--- config.mk ---
export PLATFORM = sky130hd
export DESIGN_NAME = spi_status_reg
export DESIGN_NICKNAME = d
export VERILOG_FILES = /design/src/rtl/spi_sr_pkg.sv /design/src/rtl/sr_spi_sync.sv /design/src/rtl/sr_bits_core.sv /design/src/rtl/sr_shift_fsm.sv /design/src/rtl/spi_status_reg.sv
export SDC_FILE = /design/constraint.sdc
export NUM_CORES = 1
export LEC_CHECK = 0
export BUFFER_PORTS_ARGS = -buffer_cell sky130_fd_sc_hd__buf_2
export CORE_MARGIN = 2
export CORE_UTILIZATION = 40
export DETAILED_ROUTE_END_ITERATION = 6
export HOLD_SLACK_MARGIN = 0.1
export PLACE_DENSITY = 0.66
export SKIP_CTS_REPAIR_TIMING = 1
export SYNTH_ARGS = -nofsm -noshare
export SYNTH_HDL_FRONTEND = slang
export SYNTH_SLANG_ARGS = --single-unit
--- constraint.sdc ---
create_clock -name clk -period 2.2 [get_ports clk]
set_input_delay 0.44 -clock clk [delete_from_list [all_inputs] [get_ports clk]]
set_output_delay 0.44 -clock clk [all_outputs]
set_load 0.05 [all_outputs]
--- src/rtl/spi_sr_pkg.sv ---
package spi_sr_pkg;
    localparam int unsigned SR_BITS = 8;
    localparam logic [SR_BITS-1:0] OPC_STATUS_READ = 8'h05;

    typedef enum logic [1:0] {
        ST_IDLE,
        ST_CMD,
        ST_STATUS,
        ST_IGNORE
    } shift_state_e;
endpackage

--- src/rtl/sr_spi_sync.sv ---
module sr_spi_sync #(
    parameter int unsigned STAGES = 2
) (
    input  logic clk,
    input  logic rst_n,
    input  logic sck_i,
    input  logic cs_n_i,
    input  logic mosi_i,
    output logic cs_n_o,
    output logic mosi_o,
    output logic sck_rise_o,
    output logic sck_fall_o
);
    localparam logic [2:0] RST_VAL = 3'b010;   // {sck, cs_n, mosi}

    logic [2:0] stg_q [STAGES];
    logic       sck_prev_q;

    genvar g;
    for (g = 0; g < STAGES; g++) begin : g_stage
        if (g == 0) begin : g_first
            always_ff @(posedge clk or negedge rst_n) begin
                if (!rst_n) stg_q[g] <= RST_VAL;
                else        stg_q[g] <= {sck_i, cs_n_i, mosi_i};
            end
        end else begin : g_next
            always_ff @(posedge clk or negedge rst_n) begin
                if (!rst_n) stg_q[g] <= RST_VAL;
                else        stg_q[g] <= stg_q[g-1];
            end
        end
    end

    always_ff @(posedge clk or negedge rst_n) begin
        if (!rst_n) sck_prev_q <= 1'b0;
        else        sck_prev_q <= stg_q[STAGES-1][2];
    end

    assign cs_n_o     = stg_q[STAGES-1][1];
    assign mosi_o     = stg_q[STAGES-1][0];
    assign sck_rise_o =  stg_q[STAGES-1][2] & ~sck_prev_q;
    assign sck_fall_o = ~stg_q[STAGES-1][2] &  sck_prev_q;
endmodule

--- src/rtl/sr_bits_core.sv ---
module sr_bits_core #(
    parameter int unsigned WSR_CYCLES = 16
) (
    input  logic       clk,
    input  logic       rst_n,
    input  logic       otp_mode_i,
    input  logic       busy_i,
    input  logic       wren_set_i,
    input  logic       wren_clr_i,
    input  logic       prog_req_i,
    input  logic       erase_req_i,
    input  logic       wsr_req_i,
    input  logic [7:0] wsr_data_i,
    output logic       prog_start_o,
    output logic       erase_start_o,
    output logic [2:0] bp_o,
    output logic       srp_o,
    output logic       otp_lock_o,
    output logic [7:0] status_o
);
    localparam int unsigned CW = $clog2(WSR_CYCLES + 1);

    logic [2:0]    bp_q;
    logic          srp_q, otp_lock_q, wel_q;
    logic          pe_active_q, busy_prev_q;
    logic [CW-1:0] wsr_cnt_q;
    logic          wip, acc_ok, wsr_acc, prog_acc, erase_acc;
    logic          wsr_done, pe_done;
    logic          unused_data;

    assign unused_data = ^{wsr_data_i[6:5], wsr_data_i[1:0]};

    assign wip       = (wsr_cnt_q != '0) | pe_active_q | busy_i;
    assign acc_ok    = wel_q & ~wip;
    assign wsr_acc   = wsr_req_i & acc_ok;
    assign prog_acc  = prog_req_i & acc_ok & ~wsr_req_i;
    assign erase_acc = erase_req_i & acc_ok & ~wsr_req_i & ~prog_req_i;
    assign wsr_done  = (wsr_cnt_q == CW'(1));
    assign pe_done   = pe_active_q & busy_prev_q & ~busy_i;

    always_ff @(posedge clk or negedge rst_n) begin
        if (!rst_n) begin
            bp_q          <= 3'b111;
            srp_q         <= 1'b0;
            otp_lock_q    <= 1'b0;
            wel_q         <= 1'b0;
            pe_active_q   <= 1'b0;
            busy_prev_q   <= 1'b0;
            wsr_cnt_q     <= '0;
            prog_start_o  <= 1'b0;
            erase_start_o <= 1'b0;
        end else begin
            busy_prev_q   <= busy_i;
            prog_start_o  <= prog_acc;
            erase_start_o <= erase_acc;
            if (wsr_done | pe_done | wren_clr_i) wel_q <= 1'b0;
            else if (wren_set_i)                 wel_q <= 1'b1;
            if (prog_acc | erase_acc)  pe_active_q <= 1'b1;
            else if (pe_done)          pe_active_q <= 1'b0;
            if (wsr_acc)               wsr_cnt_q <= CW'(WSR_CYCLES);
            else if (wsr_cnt_q != '0)  wsr_cnt_q <= wsr_cnt_q - CW'(1);
            if (wsr_acc) begin
                bp_q <= wsr_data_i[4:2];
                if (otp_mode_i) otp_lock_q <= otp_lock_q | wsr_data_i[7];
                else            srp_q      <= wsr_data_i[7];
            end
        end
    end

    assign status_o   = {(otp_mode_i ? otp_lock_q : srp_q), 2'b00, bp_q, wel_q, wip};
    assign bp_o       = bp_q;
    assign srp_o      = srp_q;
    assign otp_lock_o = otp_lock_q;

    AST_LOCKED_NO_START: assert property (@(posedge clk) disable iff (!rst_n)
        !wel_q |=> !(prog_start_o || erase_start_o));
    AST_WIP_ON_BUSY: assert property (@(posedge clk) disable iff (!rst_n)
        busy_i |-> status_o[0]);
    AST_BP_HOLD: assert property (@(posedge clk) disable iff (!rst_n)
        !wsr_acc |=> $stable(bp_q));
    AST_OTP_STICKY: assert property (@(posedge clk) disable iff (!rst_n)
        otp_lock_q |=> otp_lock_q);
endmodule

--- src/rtl/sr_shift_fsm.sv ---
module sr_shift_fsm
    import spi_sr_pkg::*;
(
    input  logic               clk,
    input  logic               rst_n,
    input  logic               cs_n_i,
    input  logic               mosi_i,
    input  logic               sck_rise_i,
    input  logic               sck_fall_i,
    input  logic [SR_BITS-1:0] status_i,
    output logic               miso_o
);
    shift_state_e       state_q, state_d;
    logic [2:0]         bitcnt_q;
    logic [SR_BITS-2:0] cmd_q;
    logic [SR_BITS-2:0] out_q;

    always_comb begin
        state_d = state_q;
        if (cs_n_i) begin
            state_d = ST_IDLE;
        end else begin
            unique case (state_q)
                ST_IDLE:   state_d = ST_CMD;
                ST_CMD:    if (sck_rise_i && bitcnt_q == 3'd7)
                               state_d = ({cmd_q, mosi_i} == OPC_STATUS_READ) ? ST_STATUS : ST_IGNORE;
                ST_STATUS: state_d = ST_STATUS;
                ST_IGNORE: state_d = ST_IGNORE;
            endcase
        end
    end

    always_ff @(posedge clk or negedge rst_n) begin
        if (!rst_n) state_q <= ST_IDLE;
        else        state_q <= state_d;
    end

    always_ff @(posedge clk or negedge rst_n) begin
        if (!rst_n) begin
            bitcnt_q <= 3'd0;
            cmd_q    <= '0;
            out_q    <= '0;
            miso_o   <= 1'b0;
        end else begin
            unique case (state_q)
                ST_IDLE: begin
                    bitcnt_q <= 3'd0;
                    miso_o   <= 1'b0;
                end
                ST_CMD: begin
                    miso_o <= 1'b0;
                    if (sck_rise_i) begin
                        cmd_q    <= {cmd_q[SR_BITS-3:0], mosi_i};
                        bitcnt_q <= bitcnt_q + 3'd1;
                    end
                end
                ST_STATUS: begin
                    if (sck_fall_i) begin
                        if (bitcnt_q == 3'd0) begin
                            miso_o <= status_i[SR_BITS-1];
                            out_q  <= status_i[SR_BITS-2:0];
                        end else begin
                            miso_o <= out_q[SR_BITS-2];
                            out_q  <= {out_q[SR_BITS-3:0], 1'b0};
                        end
                        bitcnt_q <= bitcnt_q + 3'd1;
                    end
                end
                ST_IGNORE: miso_o <= 1'b0;
            endcase
        end
    end

    AST_MISO_HOLD: assert property (@(posedge clk) disable iff (!rst_n)
        (state_q == ST_STATUS && !sck_fall_i) |=> $stable(miso_o));
    AST_QUIET_IGNORE: assert property (@(posedge clk) disable iff (!rst_n)
        (state_q == ST_IGNORE) |=> !miso_o);
endmodule

--- src/rtl/spi_status_reg.sv ---
module spi_status_reg
    import spi_sr_pkg::*;
#(
    parameter int unsigned SYNC_STAGES = 2,
    parameter int unsigned WSR_CYCLES  = 16
) (
    input  logic       clk,
    input  logic       rst_n,
    input  logic       spi_sck_i,
    input  logic       spi_cs_n_i,
    input  logic       spi_mosi_i,
    output logic       spi_miso_o,
    input  logic       otp_mode_i,
    input  logic       busy_i,
    input  logic       wren_set_i,
    input  logic       wren_clr_i,
    input  logic       prog_req_i,
    input  logic       erase_req_i,
    input  logic       wsr_req_i,
    input  logic [7:0] wsr_data_i,
    output logic       prog_start_o,
    output logic       erase_start_o,
    output logic [2:0] bp_o,
    output logic       srp_o,
    output logic       otp_lock_o
);
    logic               cs_n_s, mosi_s, sck_rise, sck_fall;
    logic [SR_BITS-1:0] status;

    sr_spi_sync #(.STAGES(SYNC_STAGES)) sync_i (
        .clk(clk), .rst_n(rst_n),
        .sck_i(spi_sck_i), .cs_n_i(spi_cs_n_i), .mosi_i(spi_mosi_i),
        .cs_n_o(cs_n_s), .mosi_o(mosi_s),
        .sck_rise_o(sck_rise), .sck_fall_o(sck_fall)
    );

    sr_bits_core #(.WSR_CYCLES(WSR_CYCLES)) core_i (
        .clk(clk), .rst_n(rst_n),
        .otp_mode_i(otp_mode_i), .busy_i(busy_i),
        .wren_set_i(wren_set_i), .wren_clr_i(wren_clr_i),
        .prog_req_i(prog_req_i), .erase_req_i(erase_req_i),
        .wsr_req_i(wsr_req_i), .wsr_data_i(wsr_data_i),
        .prog_start_o(prog_start_o), .erase_start_o(erase_start_o),
        .bp_o(bp_o), .srp_o(srp_o), .otp_lock_o(otp_lock_o),
        .status_o(status)
    );

    sr_shift_fsm fsm_i (
        .clk(clk), .rst_n(rst_n),
        .cs_n_i(cs_n_s), .mosi_i(mosi_s),
        .sck_rise_i(sck_rise), .sck_fall_i(sck_fall),
        .status_i(status), .miso_o(spi_miso_o)
    );
endmodule

* Word level (Yosys, flattened, before mapping)
Index checks and enable logic that the tools add are counted.
Operators by class: $add $sub $neg 2, equal/unequal tests 9, multiplexer cells 18, bitwise logic cells 24, reduce and logical (&&, ||, !) cells 14
Operators with widths (count):
- $and 1x1->1 | 11
- $mux 5 | 2
- $pmux 3 s3 | 1
- $eq 8x3->1 const B | 1
- $mux 1 | 8
- $pmux 2 s4 | 1
- $reduce_and 2->1 | 4
- $mux 7 | 1
- $not 1->1 | 7
- $mux 3 | 2
- $or 1x1->1 | 6
- $reduce_bool 2->1 | 3
- $eq 5x1->1 const B | 1
- $reduce_bool 5->1 | 1
- $sub 5x1->5 const B | 1
- $eq 2x2->1 const B | 2
- $mux 2 | 2
- $ne 2x1->1 const B | 2
- $add 3x1->3 const B | 1
- $eq 3x3->1 const B | 1
- $logic_not 3->1 | 1
- $ne 3x2->1 const B | 1
- $reduce_and 3->1 | 1
- $reduce_bool 3->1 | 1
- other kinds (5) | 5
Storage, ports and cells: bits in registers 42, input bits 20, output and inout port bits 8, logic and storage cells 84

* Depth between registers and ports, before layout
word-level depth 10, mapped depth 7

* By module
A second synthesis with hierarchy kept.
Unflattened totals: cells, all modules 164, area total of the unflattened synthesis 1964.4 um^2
Modules (own cells, without submodules):
- sr_shift_fsm | times used 1, cells each 88, area an instance 1001.0 um^2
- sr_bits_core | times used 1, cells each 67, area an instance 770.7 um^2
- sr_spi_sync | times used 1, cells each 9, area an instance 192.7 um^2

* Worst setup path after synthesis
Ideal clock, no wire load.
path kind reg-to-reg, start point register core_i.wsr_cnt_q[0], end point register core_i.srp_q, in the netlist core_i.srp_o, arrival 1.581 ns, required time 2.075 ns, slack 0.494 ns, cell stages (with the launch flop) 7, buffers on the path 0, clock period less this slack 1.706 ns, cell sequence dfrtp_1 -> inv_1 -> ha_1 -> nor4b_4 -> nand2_1 -> nor2_1 -> mux2_2
Between the ends: word-level cells in the longest chain between the ends 7
RTL lines:
- start: declaration | RTL line sr_bits_core.sv:26 | logic [CW-1:0] wsr_cnt_q;
- start signal: assignment | RTL line sr_bits_core.sv:60 | if (wsr_acc) wsr_cnt_q <= CW'(WSR_CYCLES);
- start signal: assignment | RTL line sr_bits_core.sv:61 | else if (wsr_cnt_q != '0) wsr_cnt_q <= wsr_cnt_q - CW'(1);
- $reduce_bool 5->1 | RTL line sr_bits_core.sv:33 | assign wip = (wsr_cnt_q != '0) | pe_active_q | busy_i;
- $or 1x1->1 (2 in series) | RTL line sr_bits_core.sv:33
- $not 1->1 | RTL line sr_bits_core.sv:34 | assign acc_ok = wel_q & ~wip;
- $and 1x1->1 | RTL line sr_bits_core.sv:34
- $and 1x1->1 | RTL line sr_bits_core.sv:35 | assign wsr_acc = wsr_req_i & acc_ok;
- $reduce_and 2->1 (no source line)
- end signal: assignment | RTL line sr_bits_core.sv:65 | else srp_q <= wsr_data_i[7];
- end: declaration | RTL line sr_bits_core.sv:24 | logic srp_q, otp_lock_q, wel_q;
No other way between the ends. A chain may end at the register's enable or synchronous reset.

* Final worst setup path
start point register core_i.wsr_cnt_q[0], end point register core_i.erase_start_o
Between the ends: word-level cells in the longest chain between the ends 8
RTL lines:
- $reduce_bool 5->1 | RTL line sr_bits_core.sv:33
- $or 1x1->1 (2 in series) | RTL line sr_bits_core.sv:33
- $not 1->1 | RTL line sr_bits_core.sv:34
- $and 1x1->1 | RTL line sr_bits_core.sv:34
- $and 1x1->1 (3 in series) | RTL line sr_bits_core.sv:37 | assign erase_acc = erase_req_i & acc_ok & ~wsr_req_i & ~prog_req_i;
- named net core_i.erase_acc | RTL line sr_bits_core.sv:27 | logic wip, acc_ok, wsr_acc, prog_acc, erase_acc;
- end signal: assignment | RTL line sr_bits_core.sv:55 | erase_start_o <= erase_acc;
- end: declaration | RTL line sr_bits_core.sv:15 | output logic erase_start_o,
The timed path passes the listed nets, and every way through them passes these cells.

==> results.toml <==
[outcome]
outcome = "finished, final reports clean"

[synth]
sequential_element_share_of_the_synthesized_area_pct = 56.0
postSynthNetCount = 194
synth_largest_area_cell = "dfrtp_1"
post_synth_mux_area_share_pct = 9.61
yosys_register_bits = 42
synth_cell_type_count = 35
synth_xor_xnor_area_share_pct = 0.928
syn_avg_cell_area_sq_um = 11.6
synth_top_family_by_area = "simple AND/OR/NAND/NOR gates"
leading_post_synthesis_cells_by_cell_area = "dfrtp_1 (49%), ha_1 (7.3%), dfstp_2 (7.0%)"
yosys_most_used_dff = "dfrtp_1"
synth.most_common_cell = "dfrtp_1"
adder_and_majority_cell_fraction_of_the_synthesized_area_pct = 7.29
synth_compound_area_share_pct = 6.43
synth_simple_gate_area_share_pct = 17.1
synth_enable_flop_cells = 0
postSynth.asyncResetShare_pct = 100
synthesis.area_sq_mm = 0.00189
yosys_warnings = 0
synth_top_cells_by_count = "dfrtp_1 (37), nand2_1 (28), nor2_1 (12)"
synth_top_area_share_pct = 49.0
netlist_instances = 163

[route]
drtIter0Drc = 47
detail_route.vias_per_cell = 4.92
drt_pre_antenna_iters = 4
drcViolationCount = 0
detailroute.via_count = 1210
antenna_left = 0
route.final.wire_length_mm = 3.04
routed_wire_length_per_instance_um = 12.4

[setup_path]
timing.critical_path.cells = "inv_1 > ha_1 > nor4b_4 > nor3b_2 > nand3b_2 > nor3b_2"
crit_type = "flop to flop"
critPathMaxFanout = 7
critical-path-slowest-cell = "dfrtp_1"
timing.critical_path.to_type = "flop"
crit_path_frequent_cell = "nor3b_2"
worst-endpoint-required_ns = 2.41
worst_path_largest_cell_delay_ns = 0.39
worstSetupStartpointType = "flop"
path_buf_inv = 1
worstPathArrival_ns = 2.02
crit_family = "simple AND/OR/NAND/NOR gates"

[floorplan]
start_util_pct = 42.5
floorplan.io_pins = 28
core_region_area_sq_mm = 0.00444
die_width_um = 72.7
die_area_sq_mm = 0.00529
floorplan.die.height_um = 72.7
rows = 24

[power_and_ir_drop]
power_leakage_nw = 1.07
worst_ir_drop_vdd_mv = 0.553
power_per_cell_area_mw_per_mm2 = 1200

[global_route]
use_met1_pct = 17.6
globalRouteMet3Util_pct = 4.56
track_usage_pct = 14.0
grt_pass1_vias = 1263
grt_antenna_before_repair = 0
grt-ovfl-total = 0
layer_carrying_the_most_global_route_usage = "met2"
wire_length_of_the_first_global_routing_pass_mm = 5.60
grt_start_max_net_pins = 43
use_met2_pct = 22.8

[sta]
setup_viol_count_final = 0
fmax_mhz = 552
final.setup.worst_slack_ns = 0.387
finalSetupTns_ns = 0
finClkSkew_ns = 0.00622
post-route-min-period_ns = 1.81
timing.final.crit_share_pct = 82.4
drv_slew = 0
final_hold_viol_count = 0
worstMarginPinSlew_ns = 0.520
slew_headroom_pct = 65.3
grt_setup_unrepaired = "no"

[place]
dp_hpwl_mm = 2.26
gp_routability_congestion = 0.745
port_buffers = 23
worst_slack_after_detailed_placement_ns = 0.348

[clock_network]
clock-root-buffer = "clkbuf_8"
cts_tree = "built"
cts.htree.levels = 2
cts_buffer_depth = 2
worst_skew_pair.late_latency_ns = 0.29
clock_transition_time_at_the_flip_flop_clock_pins_of_the_worst_setup_and_hold_paths_ns = 0.08
cts_inserted_buffers = 5
cts.sinks = 42

[final_layout]
diode_insertion_count_for_antenna_repair = 0
areaGrowthSynthToFinish_pct = 14.9
final_layout_size_suffix_gt1_share_pct = 28.4
layout.nets = 224

[worst_hold_path]
hold_path.class = "primary input to async pin"

[flow_run]
max_cap_violations = 0
## registers in the layout, indices dropped and copies added (netlist names), 2 cells and up
name,cells
fsm_i.out_q,7
fsm_i.cmd_q,7
core_i.wsr_cnt_q,5
sync_i.stg_q,4
fsm_i.bitcnt_q,3
fsm_i.state_q,2
core_i.bp_o,3
## final cells by class
cell class / instances / area [sq um]
inverters: 10 / 37.5
clock buffers: 7 / 86.3
clock inverters: 1 / 5.00
well taps: 52 / 65.1
fillers: 428 / 2270
flip-flops and latches: 42 / 1060
repair buffers: 26 / 138
multi-input cells: 108 / 781
## cell usage in the layout, fill, tap and decap left out
cell and n:
nor3_1 1, xnor2_1 2, nor2_1 12, o31ai_1 1, a211oi_1 1, clkbuf_8 6
o211ai_1 1, o21bai_1 1, nor3b_2 2, nand2b_1 1, ha_1 11, dfrtp_1 37
nand3b_1 3, buf_2 23, and2_2 1, a31o_2 1, nand3b_2 1, buf_4 3
a21oi_1 3, nor4b_4 1, nand2_1 28, a2111oi_0 1, nand3_1 1, a311oi_1 1
clkinv_2 1, nor4b_1 1, nor3b_1 2, mux2_2 9, o2111ai_1 1, nor4bb_1 1
o22ai_1 1, nor2b_1 2, o21ai_0 7, clkbuf_1 1, mux2i_1 8, dfstp_2 5
or4b_2 2, inv_1 10
## path summary, 6_finish.rpt
path | startpoint | endpoint | slack [ns] | cells past startpoint
max | core_i.wsr_cnt_q[0] | core_i.erase_start_o | 0.39 | 6
min | rst_n | fsm_i.out_q[6] | 0.20 | 2
max reg2reg | core_i.wsr_cnt_q[0] | core_i.erase_start_o | 0.39 | 6
min reg2reg | sync_i.stg_q[3] | sync_i.mosi_o | 0.35 | 0
max in group asynchronous | rst_n | core_i.bp_o[0] | 1.62 | 2
min in group clk | spi_cs_n_i | sync_i.stg_q[4] | 0.25 | 1
## routing by layer
metal / vias up / routed length [um]
met5: - / 0
met4: 0 / 31
met3: 5 / 100
met2: 14 / 1520
met1: 576 / 1390
li1: 615 / -
## kinds of logic after synthesis
logic type	Yosys count
flip-flops	42
buffers and inverters	13
AND/OR/NAND/NOR	59
multiplexers	17
XOR/XNOR	2
AO/OA/AOI/OAI	19
adder cells (fa/ha/maj)	11
## through the flow
stage	instance area, sq um	hold WS (ns)	instances	util [%]	power [W]
after global routing	2170	0.219	246	48.8	0.00286
after floorplan	1890	0.144	163	-	0.00191
final	2170	0.203	246	48.8	0.00261
after CTS	2170	0.224	246	48.8	0.00266
after detailed placement	2080	0.336	238	46.8	0.00215
after global placement	2080	0.335	238	46.8	0.00212
## report_power, final
group / internal (W) / leakage, nW / switching, W
Clock: 0.000253 / 0.0482 / 0.000246
Combinational: 0.000411 / 0.491 / 0.000516
Sequential: 0.00101 / 0.528 / 0.000176
Total: 0.00167 / 1.07 / 0.000938
Note: power is estimated with default switching activity, not from simulation.
